[config.mk]
export PLATFORM = sky130hd
export DESIGN_NAME = refclk_failover
export DESIGN_NICKNAME = d
export VERILOG_FILES = /design/src/rtl/refclk_fo_pkg.sv /design/src/rtl/fo_sync.sv /design/src/rtl/fo_activity.sv /design/src/rtl/fo_sequencer.sv /design/src/rtl/refclk_failover.sv
export SDC_FILE = /design/constraint.sdc
export NUM_CORES = 1
export LEC_CHECK = 0
export ABC_CLOCK_PERIOD_IN_PS = 2000
export BUFFER_PORTS_ARGS = -buffer_cell sky130_fd_sc_hd__buf_2
export CORE_ASPECT_RATIO = 1.2
export CORE_MARGIN = 2
export CORE_UTILIZATION = 53
export CTS_BUF_LIST = sky130_fd_sc_hd__clkbuf_4 sky130_fd_sc_hd__clkbuf_8 sky130_fd_sc_hd__clkbuf_16
export DETAILED_ROUTE_END_ITERATION = 7
export HOLD_SLACK_MARGIN = 0.03
export PLACE_DENSITY = 0.79
export REMOVE_ABC_BUFFERS = 1
export SLEW_MARGIN = 20
export SYNTH_ARGS = -nofsm -noshare
export SYNTH_HDL_FRONTEND = slang
export SYNTH_SLANG_ARGS = --single-unit
[constraint.sdc]
create_clock -name clk -period 2 [get_ports clk]
set_input_delay 0.1 -clock clk [delete_from_list [all_inputs] [get_ports clk]]
set_output_delay 0.1 -clock clk [all_outputs]
set_load 0.05 [all_outputs]
[src/rtl/refclk_fo_pkg.sv]
package refclk_fo_pkg;
   typedef enum logic [1:0] {
      ST_PROBE = 2'd0,
      ST_HOLD  = 2'd1,
      ST_WAIT  = 2'd2,
      ST_RUN   = 2'd3
   } fo_state_e;

   typedef enum logic {
      SRC_BACKPLANE = 1'b0,
      SRC_OSC       = 1'b1
   } ref_src_e;
endpackage

[src/rtl/fo_sync.sv]
module fo_sync #(
   parameter int STAGES = 2
) (
   input  logic clk,
   input  logic rst_n,
   input  logic d,
   output logic q
);
   logic [STAGES-1:0] chain;

   generate
      for (genvar i = 0; i < STAGES; i++) begin : g_stage
         if (i == 0) begin : g_first
            always_ff @(posedge clk) begin
               if (!rst_n) chain[0] <= 1'b0;
               else        chain[0] <= d;
            end
         end else begin : g_next
            always_ff @(posedge clk) begin
               if (!rst_n) chain[i] <= 1'b0;
               else        chain[i] <= chain[i-1];
            end
         end
      end
   endgenerate

   assign q = chain[STAGES-1];
endmodule

[src/rtl/fo_activity.sv]
module fo_activity #(
   parameter int SYNC_STAGES = 2,
   parameter int WINDOW      = 16
) (
   input  logic clk,
   input  logic rst_n,
   input  logic toggle_async,
   output logic present
);
   localparam int CW = $clog2(WINDOW + 1);
   localparam logic [CW-1:0] WIN_V = CW'(WINDOW);

   logic          tog_s;
   logic          tog_d;
   logic          edge_seen;
   logic [CW-1:0] since_edge;

   fo_sync #(.STAGES(SYNC_STAGES)) u_sync (
      .clk (clk),
      .rst_n (rst_n),
      .d   (toggle_async),
      .q   (tog_s)
   );

   always_ff @(posedge clk) begin
      if (!rst_n) tog_d <= 1'b0;
      else        tog_d <= tog_s;
   end

   assign edge_seen = tog_s ^ tog_d;

   // Counter saturates at WINDOW, which means "no activity".
   always_ff @(posedge clk) begin
      if (!rst_n)                since_edge <= WIN_V;
      else if (edge_seen)        since_edge <= '0;
      else if (since_edge != WIN_V) since_edge <= since_edge + 1'b1;
   end

   assign present = (since_edge != WIN_V);

   // an observed edge makes the presence indication true next cycle
   a_r10_edge_marks_present: assert property (@(posedge clk) disable iff (!rst_n)
      edge_seen |=> present);
endmodule

[src/rtl/fo_sequencer.sv]
module fo_sequencer
   import refclk_fo_pkg::*;
#(
   parameter int PROBE_CYCLES = 32,
   parameter int RST_CYCLES   = 8,
   parameter int LOCK_TIMEOUT = 4096
) (
   input  logic clk,
   input  logic rst_n,
   input  logic bp_active,
   input  logic locked,
   output logic ref_sel,
   output logic pll_rst,
   output logic unlocked_sticky
);
   localparam int CNT_MAX0 = (PROBE_CYCLES > RST_CYCLES) ? PROBE_CYCLES : RST_CYCLES;
   localparam int CNT_MAX  = (CNT_MAX0 > LOCK_TIMEOUT) ? CNT_MAX0 : LOCK_TIMEOUT;
   localparam int CW       = $clog2(CNT_MAX + 1);
   localparam logic [CW-1:0] PROBE_LAST = CW'(PROBE_CYCLES - 1);
   localparam logic [CW-1:0] HOLD_LAST  = CW'(RST_CYCLES - 1);
   localparam logic [CW-1:0] WAIT_LAST  = CW'(LOCK_TIMEOUT - 1);

   fo_state_e     state;
   ref_src_e      src;
   logic [CW-1:0] cnt;
   logic          sticky;

   always_ff @(posedge clk) begin
      if (!rst_n) begin
         state  <= ST_PROBE;
         src    <= SRC_BACKPLANE;
         cnt    <= '0;
         sticky <= 1'b0;
      end else begin
         case (state)
            ST_PROBE: begin
               if (bp_active) begin
                  state <= ST_HOLD;
                  cnt   <= '0;
               end else if (cnt == PROBE_LAST) begin
                  src   <= SRC_OSC;
                  state <= ST_HOLD;
                  cnt   <= '0;
               end else begin
                  cnt <= cnt + 1'b1;
               end
            end
            ST_HOLD: begin
               if (cnt == HOLD_LAST) begin
                  state <= ST_WAIT;
                  cnt   <= '0;
               end else begin
                  cnt <= cnt + 1'b1;
               end
            end
            ST_WAIT: begin
               if (locked) begin
                  state <= ST_RUN;
                  cnt   <= '0;
               end else if ((src == SRC_BACKPLANE && !bp_active) || cnt == WAIT_LAST) begin
                  src   <= SRC_OSC;
                  state <= ST_HOLD;
                  cnt   <= '0;
               end else begin
                  cnt <= cnt + 1'b1;
               end
            end
            ST_RUN: begin
               if (!locked) begin
                  sticky <= 1'b1;
                  src    <= SRC_OSC;
                  state  <= ST_HOLD;
                  cnt    <= '0;
               end
            end
            default: begin
               state <= ST_PROBE;
               cnt   <= '0;
            end
         endcase
      end
   end

   assign ref_sel         = src;
   assign pll_rst         = (state == ST_PROBE) || (state == ST_HOLD);
   assign unlocked_sticky = sticky;

   // the oscillator choice is one-way
   a_r7_no_switchback: assert property (@(posedge clk) disable iff (!rst_n)
      (ref_sel == 1'b1) |=> (ref_sel == 1'b1));
   // sticky flag never clears without reset
   a_r6_sticky_holds: assert property (@(posedge clk) disable iff (!rst_n)
      unlocked_sticky |=> unlocked_sticky);
   // the flag rises together with a failover into the reset hold
   a_r5_sticky_with_failover: assert property (@(posedge clk) disable iff (!rst_n)
      $rose(unlocked_sticky) |-> (ref_sel && pll_rst));
   // reference changes only while the PLL is held in reset
   a_r11_switch_under_reset: assert property (@(posedge clk) disable iff (!rst_n)
      !$stable(ref_sel) |-> pll_rst);
   // the lock wait never outlasts its timeout
   a_r8_wait_bounded: assert property (@(posedge clk) disable iff (!rst_n)
      (state == ST_WAIT) |-> (cnt <= WAIT_LAST));
endmodule

[src/rtl/refclk_failover.sv]
module refclk_failover #(
   parameter int SYNC_STAGES  = 2,
   parameter int ACT_WINDOW   = 16,
   parameter int RST_CYCLES   = 8,
   parameter int LOCK_TIMEOUT = 4096
) (
   input  logic clk,
   input  logic rst_n,
   input  logic bp_toggle,
   input  logic pll_locked,
   output logic ref_sel,
   output logic pll_rst,
   output logic bp_present,
   output logic unlocked_sticky
);
   localparam int PROBE_CYCLES = 2 * ACT_WINDOW;

   generate
      if (SYNC_STAGES < 2) begin : g_bad_sync
         $error("SYNC_STAGES must be at least 2");
      end
      if (ACT_WINDOW < 2) begin : g_bad_win
         $error("ACT_WINDOW must be at least 2");
      end
      if (RST_CYCLES < 1) begin : g_bad_rst
         $error("RST_CYCLES must be at least 1");
      end
      if (LOCK_TIMEOUT <= ACT_WINDOW) begin : g_bad_to
         $error("LOCK_TIMEOUT must exceed ACT_WINDOW");
      end
   endgenerate

   logic lock_s;
   logic active;

   fo_sync #(.STAGES(SYNC_STAGES)) u_lock_sync (
      .clk   (clk),
      .rst_n (rst_n),
      .d     (pll_locked),
      .q     (lock_s)
   );

   fo_activity #(
      .SYNC_STAGES (SYNC_STAGES),
      .WINDOW      (ACT_WINDOW)
   ) u_act (
      .clk          (clk),
      .rst_n        (rst_n),
      .toggle_async (bp_toggle),
      .present      (active)
   );

   fo_sequencer #(
      .PROBE_CYCLES (PROBE_CYCLES),
      .RST_CYCLES   (RST_CYCLES),
      .LOCK_TIMEOUT (LOCK_TIMEOUT)
   ) u_seq (
      .clk             (clk),
      .rst_n           (rst_n),
      .bp_active       (active),
      .locked          (lock_s),
      .ref_sel         (ref_sel),
      .pll_rst         (pll_rst),
      .unlocked_sticky (unlocked_sticky)
   );

   assign bp_present = active;
endmodule

# Yosys cells after proc, flatten, opt, wreduce, memory -nomap -nowiden
# Cells that the tools add are included.
# word_totals
reg_bits,27
in_bits,4
output_inout_bits,4
word_cells,65
# op_classes
addsub,2
eq_ne,15
mux,22
bitwise_logic,4
reduce_logical,11
# ops
operator,n
$mux 13,6
$pmux 13 s4,1
$add 13x1->13 const B,1
$eq 13x12->1 const B,1
$eq 13x3->1 const B,1
$eq 13x5->1 const B,1
$mux 2,6
$mux 5,2
$pmux 2 s4,1
$ne 2x1->1 const B,3
$ne 2x2->1 const B,3
$reduce_and 6->1,1
$add 5x1->5 const B,1
$mux 1,5
$ne 5x5->1 const B,1
$eq 2x2->1 const B,2
$reduce_and 4->1,1
$ne 3x1->1 const B,1
$ne 3x2->1 const B,1
$not 1->1,3
$pmux 1 s3,1
$reduce_bool 3->1,1
$eq 2x1->1 const B,1
$logic_not 2->1,1
7 further kinds,8

# Longest topological paths before layout
# Gate-level depths: netlist (run 1).
# depth
ltp_word,7
ltp_mapped,9
mapped_depth_nobuf,8

# Cells and area by module
# A second synthesis (run 1) with hierarchy kept.
# hier_totals
hier_cells,154
area_unflattened_um2,1453.9
# modules_own_cells
module,n_inst,cells_per_inst,area_per_inst_um2,seq_area_each_um2
fo_sequencer,1,118,1074.8,340.3
fo_activity,1,28,274.0,120.1
fo_sync,2,4,52.6,40.0

# Worst setup path after synthesis (run 1)
# OpenSTA, ideal clock, no wires.
# synth_timing
kind,reg2reg
startpoint,register u_act.since_edge[0]
endpoint,register u_seq.cnt[10]
setup_time_ns,0.073
arrival_time_ns,2.104
required_time_ns,1.927
path_slack_ns,-0.177
path_stages_with_launch,10
path_buffers,1
synth_period_minus_slack_ns,2.177
cell_sequence,dfxtp_1 inv_1 ha_1 and4bb_2 inv_1 nor2_1 o31ai_2 a21oi_2 buf_6 nor3b_2
# synth_between
elab_chain_cells,7
elab_cells_between_ends,8
cone_classes,1 x eq/ne; 4 x mux; 3 x reduce/logical
# synth_rtl
element,line,rtl
from (decl),fo_activity.sv:16,logic [CW-1:0] since_edge;
from (signal assigned),fo_activity.sv:36,else if (since_edge != WIN_V) since_edge <= since_edge + 1'b1;
$ne 5x5->1 (*),fo_activity.sv:39,assign present = (since_edge != WIN_V);
via bp_present,refclk_failover.sv:13,"output logic bp_present,"
$logic_not 1->1,fo_sequencer.sv:60,end else if ((src == SRC_BACKPLANE && !bp_active) || cnt == WAIT_LAST) begin
$logic_and 1x1->1,fo_sequencer.sv:60,
$logic_or 1x1->1,fo_sequencer.sv:60,
$mux 13,fo_sequencer.sv:60,
$mux 13,fo_sequencer.sv:57,if (locked) begin
$pmux 13 s4 (*),fo_sequencer.sv:35,case (state)
to (signal assigned),fo_sequencer.sv:45,cnt <= cnt + 1'b1;
to (signal assigned),fo_sequencer.sv:53,cnt <= cnt + 1'b1;
to (signal assigned),fo_sequencer.sv:65,cnt <= cnt + 1'b1;
to (decl),fo_sequencer.sv:25,logic [CW-1:0] cnt;
# Mark *: on every way through the listed nets, which the timed path passes. The rest lies on a longest branch.
# A chain may end at the register's enable or synchronous reset.

# Worst setup path in the final report (run 1)
# layout_timing
startpoint,register u_seq.cnt[6]
endpoint,register u_seq.cnt[2]
# layout_between
elab_chain_cells,5
elab_cells_between_ends,10
cone_classes,3 x eq/ne; 6 x mux; 1 x reduce/logical
# layout_rtl
element,line
$eq 13x12->1,fo_sequencer.sv:60
$logic_or 1x1->1,fo_sequencer.sv:60
$mux 13,fo_sequencer.sv:60
$mux 13,fo_sequencer.sv:57
$pmux 13 s4 (*),fo_sequencer.sv:35
# Mark *: on every way between the ends. The rest lies on a longest branch, timed or not.

==> qor.csv, run 1 <==
metric,value,unit
status,completed,
grt_max_degree,27,
crit_path_top_delay_cell,or4_4,
reg_top3,"u_seq.cnt (13), u_act.since_edge (5), u_seq.state (2)",
dr.max_layer_used,met4,
setup_ws,39.4,ps
syn_to_final_growth,18.1,%
switchingPower,0.659,mW
hpwl,1930,µm
clk_path_buf_depth,2,
finalHoldViolations,0,
critPathKind,reg -> reg,
worstPathArrival,2210,ps
antenna_found_initial,0,
final_common_cell,dfxtp_1,
nFillCells,215,
async_flop_share,0,%
required,2250,ps
top_register,u_seq.cnt,
crit_path_cell_trace,"or4_4, o311ai_4, nand2_2, a21oi_4, clkbuf_16, nor2_2",
final_nets,183,
synth_edf_count,0,
route.met2.wl,1560,µm
synth_area,0.00142,mm²
holdWs,175,ps
fp.dieH,60.7,µm
drt-total-wl,2940,µm
antenna-diode-count,0,
clock_sinks,27,
drc,0,
ys_warn_count,0,
cts-root-buf,clkbuf_4,
cp-start-kind,flip-flop,
cap_violations,0,
crit_end,u_seq.cnt[2],
maxSlewHeadroom,73.2,%
reg2reg_depth,6,
yosysTopAreaCellShare,38.0,%
final_area,0.00168,mm²
ys_seq_elements,27,
synth_top_area_cell,dfxtp_1,
synth.area.top_cells,"dfxtp_1, ha_1, xnor2_1",
multi_input_area,892,µm²
setup_violations,0,
place_congestion,0.834,
io_pins,8,
r2r_end,u_seq.cnt[2],
clk_latency,330,ps
synth_cells,154,
p_sw_share,39.3,%
grt_pass1_wl,4500,µm
rrSetupSlack,40,ps
post_dp_cell_area,0.00153,mm²
via_per_inst,5.67,
p_per_area,999,mW/mm²
start_util,55.7,%
port_buffers,7,
p_int,1.02,mW
std_cell_rows,20,
min_period,1960,ps
drtAntennaViolNets,0,
fin_util,65.8,%
setup_tns,0,ps
cp-end-kind,flip-flop,
dieArea,0.00311,mm²
crit_start,u_seq.cnt[6],
fin_skew,2.72,ps
p_leak,0.627,nW
power_frac_clock,14.6,%
ys_types,39,
ys_seq_area_share,38.0,%
seqPwrFrac,38.2,%
slew_viol_final,0,
dr.pass1.iters,6,
drt-met1-wl,1280,µm
fmax,510,MHz
syn_avg_cell_area,9.23,µm²
coreArea,0.00255,mm²
die_w,51.3,µm
grt_remaining_overflow,0,
worst_slew_pin_slew,402,ps
yosys_most_used_dff,dfxtp_1,
cp_max_fo,6,
clkTransAtPathRegs,150,ps
largest_reg_flops,13,
peakVddDrop,610,µV
drt-wirelength-per-cell,14.5,µm
vias,1151,
slowest_delay,590,ps
power_frac_comb,47.2,%
rr_startpoint,u_seq.cnt[6],
grt_pass1_vias,1061,
drive_gt1_share,28.2,%
cts_tree,built,
drtIter0Drc,36,
holdCritPathClass,in -> reg,
pre_cts_ws,10.4,ps
fin_crit_sh,98.0,%
htreeDepth,1,
dr_wl_met3,66,µm
min_from,rst_n,
grt_use_total,19.0,%
seqCellArea,548,µm²
cts_made_buffers,3,
mostFrequentLayoutCells,"dfxtp_1, nand2_1, xnor2_1",
-- worst max-delay path, delay by kind of cell (launching register included) --
kind / cells / cell delay, ps
flops: 1 / 380
buf+inv: 1 / 190
simple gates: 3 / 750
compound gates: 2 / 550
-- power by group through the flow --
| stage | clock [mW] | sequential [mW] | combinational, mW |
|---|---|---|---|
| detailed placement | 0 | 0.644 | 0.612 |
| CTS | 0.251 | 0.634 | 0.618 |
| floorplan | 0 | 0.663 | 0.395 |
| global placement | 0 | 0.637 | 0.593 |
| global route | 0.267 | 0.645 | 0.854 |
| finish | 0.245 | 0.641 | 0.791 |
-- metrics by stage --
stage                     std cells  total power, mW
after floorplan                 149             1.06
after global placement          195             1.23
after detailed placement        195             1.26
after CTS                       201             1.50
after global routing            203             1.77
final                           203             1.68
-- Yosys cell counts, types with 4 or more instances --
cell type / count
xor2_1: 5
dfxtp_1: 27
and2_1: 8
xnor2_1: 11
ha_1: 8
inv_1: 6
nand3_1: 9
nor3_1: 5
nor2_2: 7
nor2_1: 8
nand2_1: 17
nand4_1: 4
-- layout make-up --
type	count	area share, %
Multi-Input combinational cell	116	53.1
Sequential cell	27	32.6
Timing Repair Buffer	17	8.64
Tap cell	33	2.46
Clock buffer	3	1.34
Inverter	6	1.34
Clock inverter	1	0.447
-- per-layer routing --
layer	global-route usage, %	up-vias
li1	-	566
met1	22.9	562
met2	34.0	21
met3	2.71	2
met4	8.27	0
met5	0	-
-- worst min path at each step --
stage	end	slack (ps)	depth (start not counted)
after global routing	u_seq.cnt[7]	200	3
after CTS	u_seq.cnt[7]	170	3
after detailed placement	u_act.u_sync.chain[0]	310	2
after floorplan	u_seq.ref_sel	220	1
after global placement	u_lock_sync.chain[0]	300	2
final	u_seq.cnt[8]	170	3
-- what timing repair did --
| action | 4_1_cts | 5_1_grt |
|---|---|---|
| setup buffers | 0 | 1 |
| pin swaps | 0 | 5 |
| gates cloned | 0 | 1 |
| hold buffers | 2 | 0 |
| gates resized for setup | 1 | 14 |
| hold endpoints to repair | 2 | 0 |
| endpoints found under the setup margin | 2 | 16 |
-- kinds of logic after synthesis --
kind of cell,share of synthesized area [%]
AO/OA/AOI/OAI,10.5
AND/OR/NAND/NOR,29.7
buffers and inverters,3.52
multiplexers,1.41
XOR/XNOR,9.86
flip-flops,38.0
adder cells (fa/ha/maj),7.04
No activity file was read; power rests on OpenSTA's default activity.
==> run 2, diff against run 1 <==
--- a/config.mk
+++ b/config.mk
@@ -13,9 +13,10 @@
 export CTS_BUF_LIST = sky130_fd_sc_hd__clkbuf_4 sky130_fd_sc_hd__clkbuf_8 sky130_fd_sc_hd__clkbuf_16
 export DETAILED_ROUTE_END_ITERATION = 7
 export HOLD_SLACK_MARGIN = 0.03
-export PLACE_DENSITY = 0.79
+export PLACE_DENSITY = 0.74
 export REMOVE_ABC_BUFFERS = 1
 export SLEW_MARGIN = 20
 export SYNTH_ARGS = -nofsm -noshare
 export SYNTH_HDL_FRONTEND = slang
+export SYNTH_HIERARCHICAL = 1
 export SYNTH_SLANG_ARGS = --single-unit
==> run 2 against run 1 <==
Effect of this change:
- critical path depth rose by 3
- final cell count is 0.99% lower
- die area is 2.1% higher
- routed wire length is 9.7% lower
- final area fell by 4.2%
- sequential power barely moved
- register-to-register slack better by 90 ps
- setup slack better by 94 ps
- largest cell class unchanged
- power is 4.5% lower
- critical path type unchanged
- worst hold slack worse by 25 ps
==> qor.csv, run 2 <==
metric,value,unit
status,completed,
mostFrequentLayoutCells,"dfxtp_1, nand2_1, xor2_1",
final_common_cell,dfxtp_1,
cts_tree,built,
path_buf_inv,3,
ys_seq_elements,27,
grt_use_total,18.2,%
fp.dieH,61.4,µm
synth_cells,154,
setup_violations,0,
slew_viol_final,0,
final_nets,181,
grt_pass1_vias,1019,
cap_violations,0,
min_period,1870,ps
required,2240,ps
htreeDepth,1,
cp-start-kind,flip-flop,
nFillCells,217,
syn_avg_cell_area,9.44,µm²
drive_gt1_share,25.6,%
clk_path_buf_depth,2,
fin_crit_sh,93.3,%
async_flop_share,0,%
p_per_area,996,mW/mm²
finalHoldViolations,0,
drt-total-wl,2650,µm
yosys_most_used_dff,dfxtp_1,
ys_seq_area_share,37.2,%
start_util,56.4,%
antenna_found_initial,0,
die_w,51.8,µm
peakVddDrop,689,µV
cts-root-buf,clkbuf_4,
cp.depth,9,
port_buffers,7,
min_path_cells,2,
synth_commonest_cells,"dfxtp_1, nand2_1, xor2_1",
holdWs,150,ps
grt_pass1_wl,4360,µm
place_congestion,0.808,
holdCritPathClass,in -> reg,
p_leak,0.671,nW
synth_area,0.00145,mm²
clk_latency,320,ps
synth_edf_count,0,
largest_reg_flops,13,
reg_top3,"u_seq/cnt (13), u_act/since_edge (5), u_seq/state (2)",
top_register,u_seq/cnt,
slowest_delay,350,ps
crit_path_top_delay_cell,dfxtp_2,
fin_skew,4.17,ps
antenna-diode-count,0,
maxSlewHeadroom,69.7,%
synth_top_area_cell,dfxtp_1,
grt_remaining_overflow,0,
syn_to_final_growth,10.7,%
yosysTopAreaCellShare,37.2,%
grt_max_degree,26,
rrSetupSlack,130,ps
cts_made_buffers,3,
clock_sinks,27,
clkTransAtPathRegs,150,ps
coreArea,0.00258,mm²
fmax,536,MHz
drtAntennaViolNets,0,
io_pins,8,
cp-end-kind,flip-flop,
dr.pass1.iters,4,
drtIter0Drc,19,
worst_slew_pin_slew,450,ps
crit_family,compound AO/OA/AOI/OAI gates,
yosysMostFrequentCell,dfxtp_1,
ys_types,42,
drc,0,
cp_max_fo,6,
power.total,1.60,mW
std_cell_rows,20,
hpwl,1850,µm
crit_path_cell_trace,"inv_1, ha_1, and4bb_4, inv_2, o211ai_1, o2bb2ai_2, a211oi_2, buf_4, nor2_2",
drt-wirelength-per-cell,13.2,µm
reg2reg_depth,9,
critPathKind,reg -> reg,
via_per_inst,5.48,
worstPathArrival,2100,ps
vias,1101,
ys_warn_count,6,
rsz0062_at_grt,false,
dieArea,0.00318,mm²
synth.area.top_cells,"dfxtp_1, ha_1, xor2_1",
[run 2: cell count changes in the layout (fill, tap and decap cells not counted), sizes merged, moves of 2 or more]
cell / before / now
nor4: 1 / 5
o21ai: 2 / 4
o311ai: 2 / 0
inv: 6 / 8
buf: 14 / 12
xnor2: 11 / 6
o41ai: 2 / 0
o31ai: 2 / 0
and2: 8 / 6
or4: 2 / 0
xor2: 5 / 10
[run 2: kinds of logic (layout without fill, tap and decap cells)]
family                   count (synthesis)  count (layout)  synth area share, %
AND/OR/NAND/NOR                         73              73                 32.5
flip-flops                              27              27                 37.2
XOR/XNOR                                16              16                 9.64
AO/OA/AOI/OAI                           15              15                 8.09
buffers and inverters                   12              26                 3.61
adder cells (fa/ha/maj)                  8               8                 6.88
multiplexers                             3               3                 2.07
[run 2: final timing paths]
path | from | end
worst max-delay path | u_act/since_edge[0] | u_seq/cnt[7]
worst min-delay path | rst_n | u_act/since_edge[4]
worst max register to register | u_act/since_edge[0] | u_seq/cnt[7]
worst min register to register | u_act/u_sync/chain[0] | u_act/u_sync/q
[run 2: metal layers]
metal	vias up	track usage, %	part of all wire [%]
met5	-	0	0
met4	0	7.52	0.79
met3	2	2.18	4.3
met2	30	32.8	50
met1	512	22.2	45
li1	557	-	-
[run 2: repair_timing]
item,CTS,global route
endpoints found under the setup margin,4,14
cloned,0,1
hold buffers,2,0
buffers inserted,0,3
gates resized for setup,1,6
pin swaps,0,4
endpoints found under the hold margin,2,0
[run 2: final cells by class]
type	count	area, µm²	share of cell area (%)
clock buffers	3	22.5	1.40
clock inverters	1	7.51	0.467
well taps	33	41.3	2.57
inverters	8	30.0	1.87
multi-input cells	115	870	54.0
flip-flops and latches	27	542	33.7
repair buffers	14	96.3	5.99
[run 2: worst reg2reg max path: cells and delay by family (launching register included)]
family	cells	cell delay, ps
AOI/OAI and AO/OA	3	620
and+or+nand+nor	2	290
DFF	1	350
adders and majority gates	1	150
buffers and inverters	3	380
[run 2: where the power goes]
| part | total (mW) | internal (mW) | switching (mW) |
|---|---|---|---|
| registers | 0.644 | 0.595 | 0.0497 |
| logic | 0.715 | 0.296 | 0.419 |
| clock network | 0.243 | 0.0763 | 0.166 |
| total | 1.60 | 0.967 | 0.635 |
[run 2: metrics by stage]
step	utilization (%)	TNS, ps	std cells	instance area (µm²)	setup WS (ps)
finish	62.4	0	201	1610	133
global route	62.4	0	201	1610	24.6
CTS	60.9	0	197	1570	11.6
detailed placement	58.8	0	191	1520	9.39
global placement	58.8	0	191	1520	40.5
floorplan	-	-4880	150	1430	-444
==> run 3, diff against run 2 <==
--- a/config.mk
+++ b/config.mk
@@ -13,6 +13,7 @@
 export CTS_BUF_LIST = sky130_fd_sc_hd__clkbuf_4 sky130_fd_sc_hd__clkbuf_8 sky130_fd_sc_hd__clkbuf_16
 export DETAILED_ROUTE_END_ITERATION = 7
 export HOLD_SLACK_MARGIN = 0.03
+export MAX_ROUTING_LAYER = met4
 export PLACE_DENSITY = 0.74
 export REMOVE_ABC_BUFFERS = 1
 export SLEW_MARGIN = 20
==> run 3 against run 2 <==
Effect of this change:
- via count grew 0.27%
- die area is the same
- final cell count is the same
- clock skew shrank 1.1 ps
- register-to-register slack is essentially flat
- largest power group unchanged
==> qor.csv, run 3 (synthesis results as in run 2) <==
metric,value,unit
drc,0,
p_leak,0.671,nW
grt_max_degree,26,
grt_pass1_wl,4360,µm
reg2reg_depth,9,
dr_wl_met3,118,µm
die_w,51.8,µm
syn_to_final_growth,10.7,%
worst_slew_pin_slew,419,ps
route.met2.wl,1300,µm
seqCellArea,542,µm²
placedCellCount,191,
rr_startpoint,u_act/since_edge[0],
holdPathEnd,u_act/since_edge[4],
peakVddDrop,691,µV
drt-met1-wl,1190,µm
final_area,0.00161,mm²
std_cell_rows,20,
path_buf_inv,3,
htreeDepth,1,
crit_path_cell_trace,"inv_1, ha_1, and4bb_4, inv_2, o211ai_1, o2bb2ai_2, a211oi_2, buf_4, nor2_2",
dieArea,0.00318,mm²
io_pins,8,
cp-end-kind,flip-flop,
min_period,1860,ps
fp.dieH,61.4,µm
grt_use_total,18.8,%
drt-total-wl,2640,µm
slew_viol_final,0,
cts-root-buf,clkbuf_4,
cts_tree,built,
antenna-diode-count,0,
clock_sinks,27,
fin_crit_sh,93.1,%
final_common_cell,dfxtp_1,
via_per_inst,5.49,
multi_input_area,870,µm²
finalHoldViolations,0,
cp-start-kind,flip-flop,
cp_max_fo,6,
min_path_cells,2,
final_nets,181,
largest_reg_flops,13,
antenna_found_initial,0,
drive_gt1_share,25.6,%
coreArea,0.00258,mm²
grt_remaining_overflow,0,
critPathKind,reg -> reg,
clkTransAtPathRegs,150,ps
clk_path_buf_depth,2,
rrSetupSlack,140,ps
dr.max_layer_used,met4,
grt_pass1_vias,1019,
layoutNonFillerInstCount,201,
vias,1104,
dr.pass1.iters,4,
place_congestion,0.820,
worstPathArrival,2100,ps
status,completed,
min_from,rst_n,
maxSlewHeadroom,71.8,%
fmax,537,MHz
cts_made_buffers,3,
post_dp_cell_area,0.00152,mm²
nFillCells,217,
drtAntennaViolNets,0,
reg_top3,"u_seq/cnt (13), u_act/since_edge (5), u_seq/state (2)",
slowest_delay,350,ps
required,2240,ps
port_buffers,7,
top_register,u_seq/cnt,
setup_tns,0,ps
mostFrequentLayoutCells,"dfxtp_1, nand2_1, xor2_1",
rsz0062_at_grt,false,
r2r_end,u_seq/cnt[3],
drtIter0Drc,19,
cap_violations,0,
p_per_area,994,mW/mm²
clk_latency,320,ps
hpwl,1850,µm
crit_family,compound AO/OA/AOI/OAI gates,
crit_path_top_delay_cell,dfxtp_2,
fin_skew,3.07,ps
drt-wirelength-per-cell,13.2,µm
start_util,56.4,%
holdCritPathClass,in -> reg,
setup_violations,0,
[run 3: metal layers]
metal  global-route usage [%]  vias up
li1                         -      558
met1                     22.2      506
met2                     32.8       33
met3                     2.18        7
met4                     7.52        0
met5                        -        -
[run 3: cell type report]
| type | count | area share [%] |
|---|---|---|
| Multi-Input combinational cell | 115 | 54.0 |
| Sequential cell | 27 | 33.7 |
| Timing Repair Buffer | 14 | 5.99 |
| Tap cell | 33 | 2.57 |
| Inverter | 8 | 1.87 |
| Clock buffer | 3 | 1.40 |
| Clock inverter | 1 | 0.467 |
[run 3: repair_timing]
action	4_1_cts	5_1_grt
resized for setup	1	6
setup endpoints to repair	4	14
cloned	0	1
buffers inserted	0	3
pin swaps	0	4
hold buffers	2	0
endpoints found under the hold margin	2	0
[run 3: worst max-delay path by stage]
stage | endpoint | depth (start not counted) | slack [ps] | start
6_report | u_seq/cnt[3] | 9 | 140 | u_act/since_edge[0]
5_1_grt | u_seq/cnt[10] | 9 | 20 | u_act/since_edge[0]
4_1_cts | u_seq/cnt[12] | 9 | 10 | u_act/since_edge[0]
3_5_place_dp | u_seq/cnt[12] | 9 | 9 | u_act/since_edge[0]
3_3_place_gp | u_seq/cnt[12] | 9 | 40 | u_act/since_edge[0]
2_1_floorplan | u_seq/cnt[12] | 8 | -440 | u_act/since_edge[0]
[run 3: per-stage QoR]
| step | total power, mW | hold slack [ps] | worst slack [ps] | util, % |
|---|---|---|---|---|
| after floorplan | 1.13 | 176 | -444 | - |
| after global placement | 1.25 | 300 | 40.5 | 58.8 |
| after detailed placement | 1.27 | 302 | 9.39 | 58.8 |
| after CTS | 1.53 | 150 | 11.6 | 60.9 |
| after global routing | 1.71 | 156 | 21.0 | 62.4 |
| final | 1.60 | 148 | 138 | 62.4 |
[run 3: power by group]
part	internal, mW	switching, mW
clock network	0.0763	0.166
registers	0.595	0.0501
logic	0.296	0.416
total	0.967	0.632
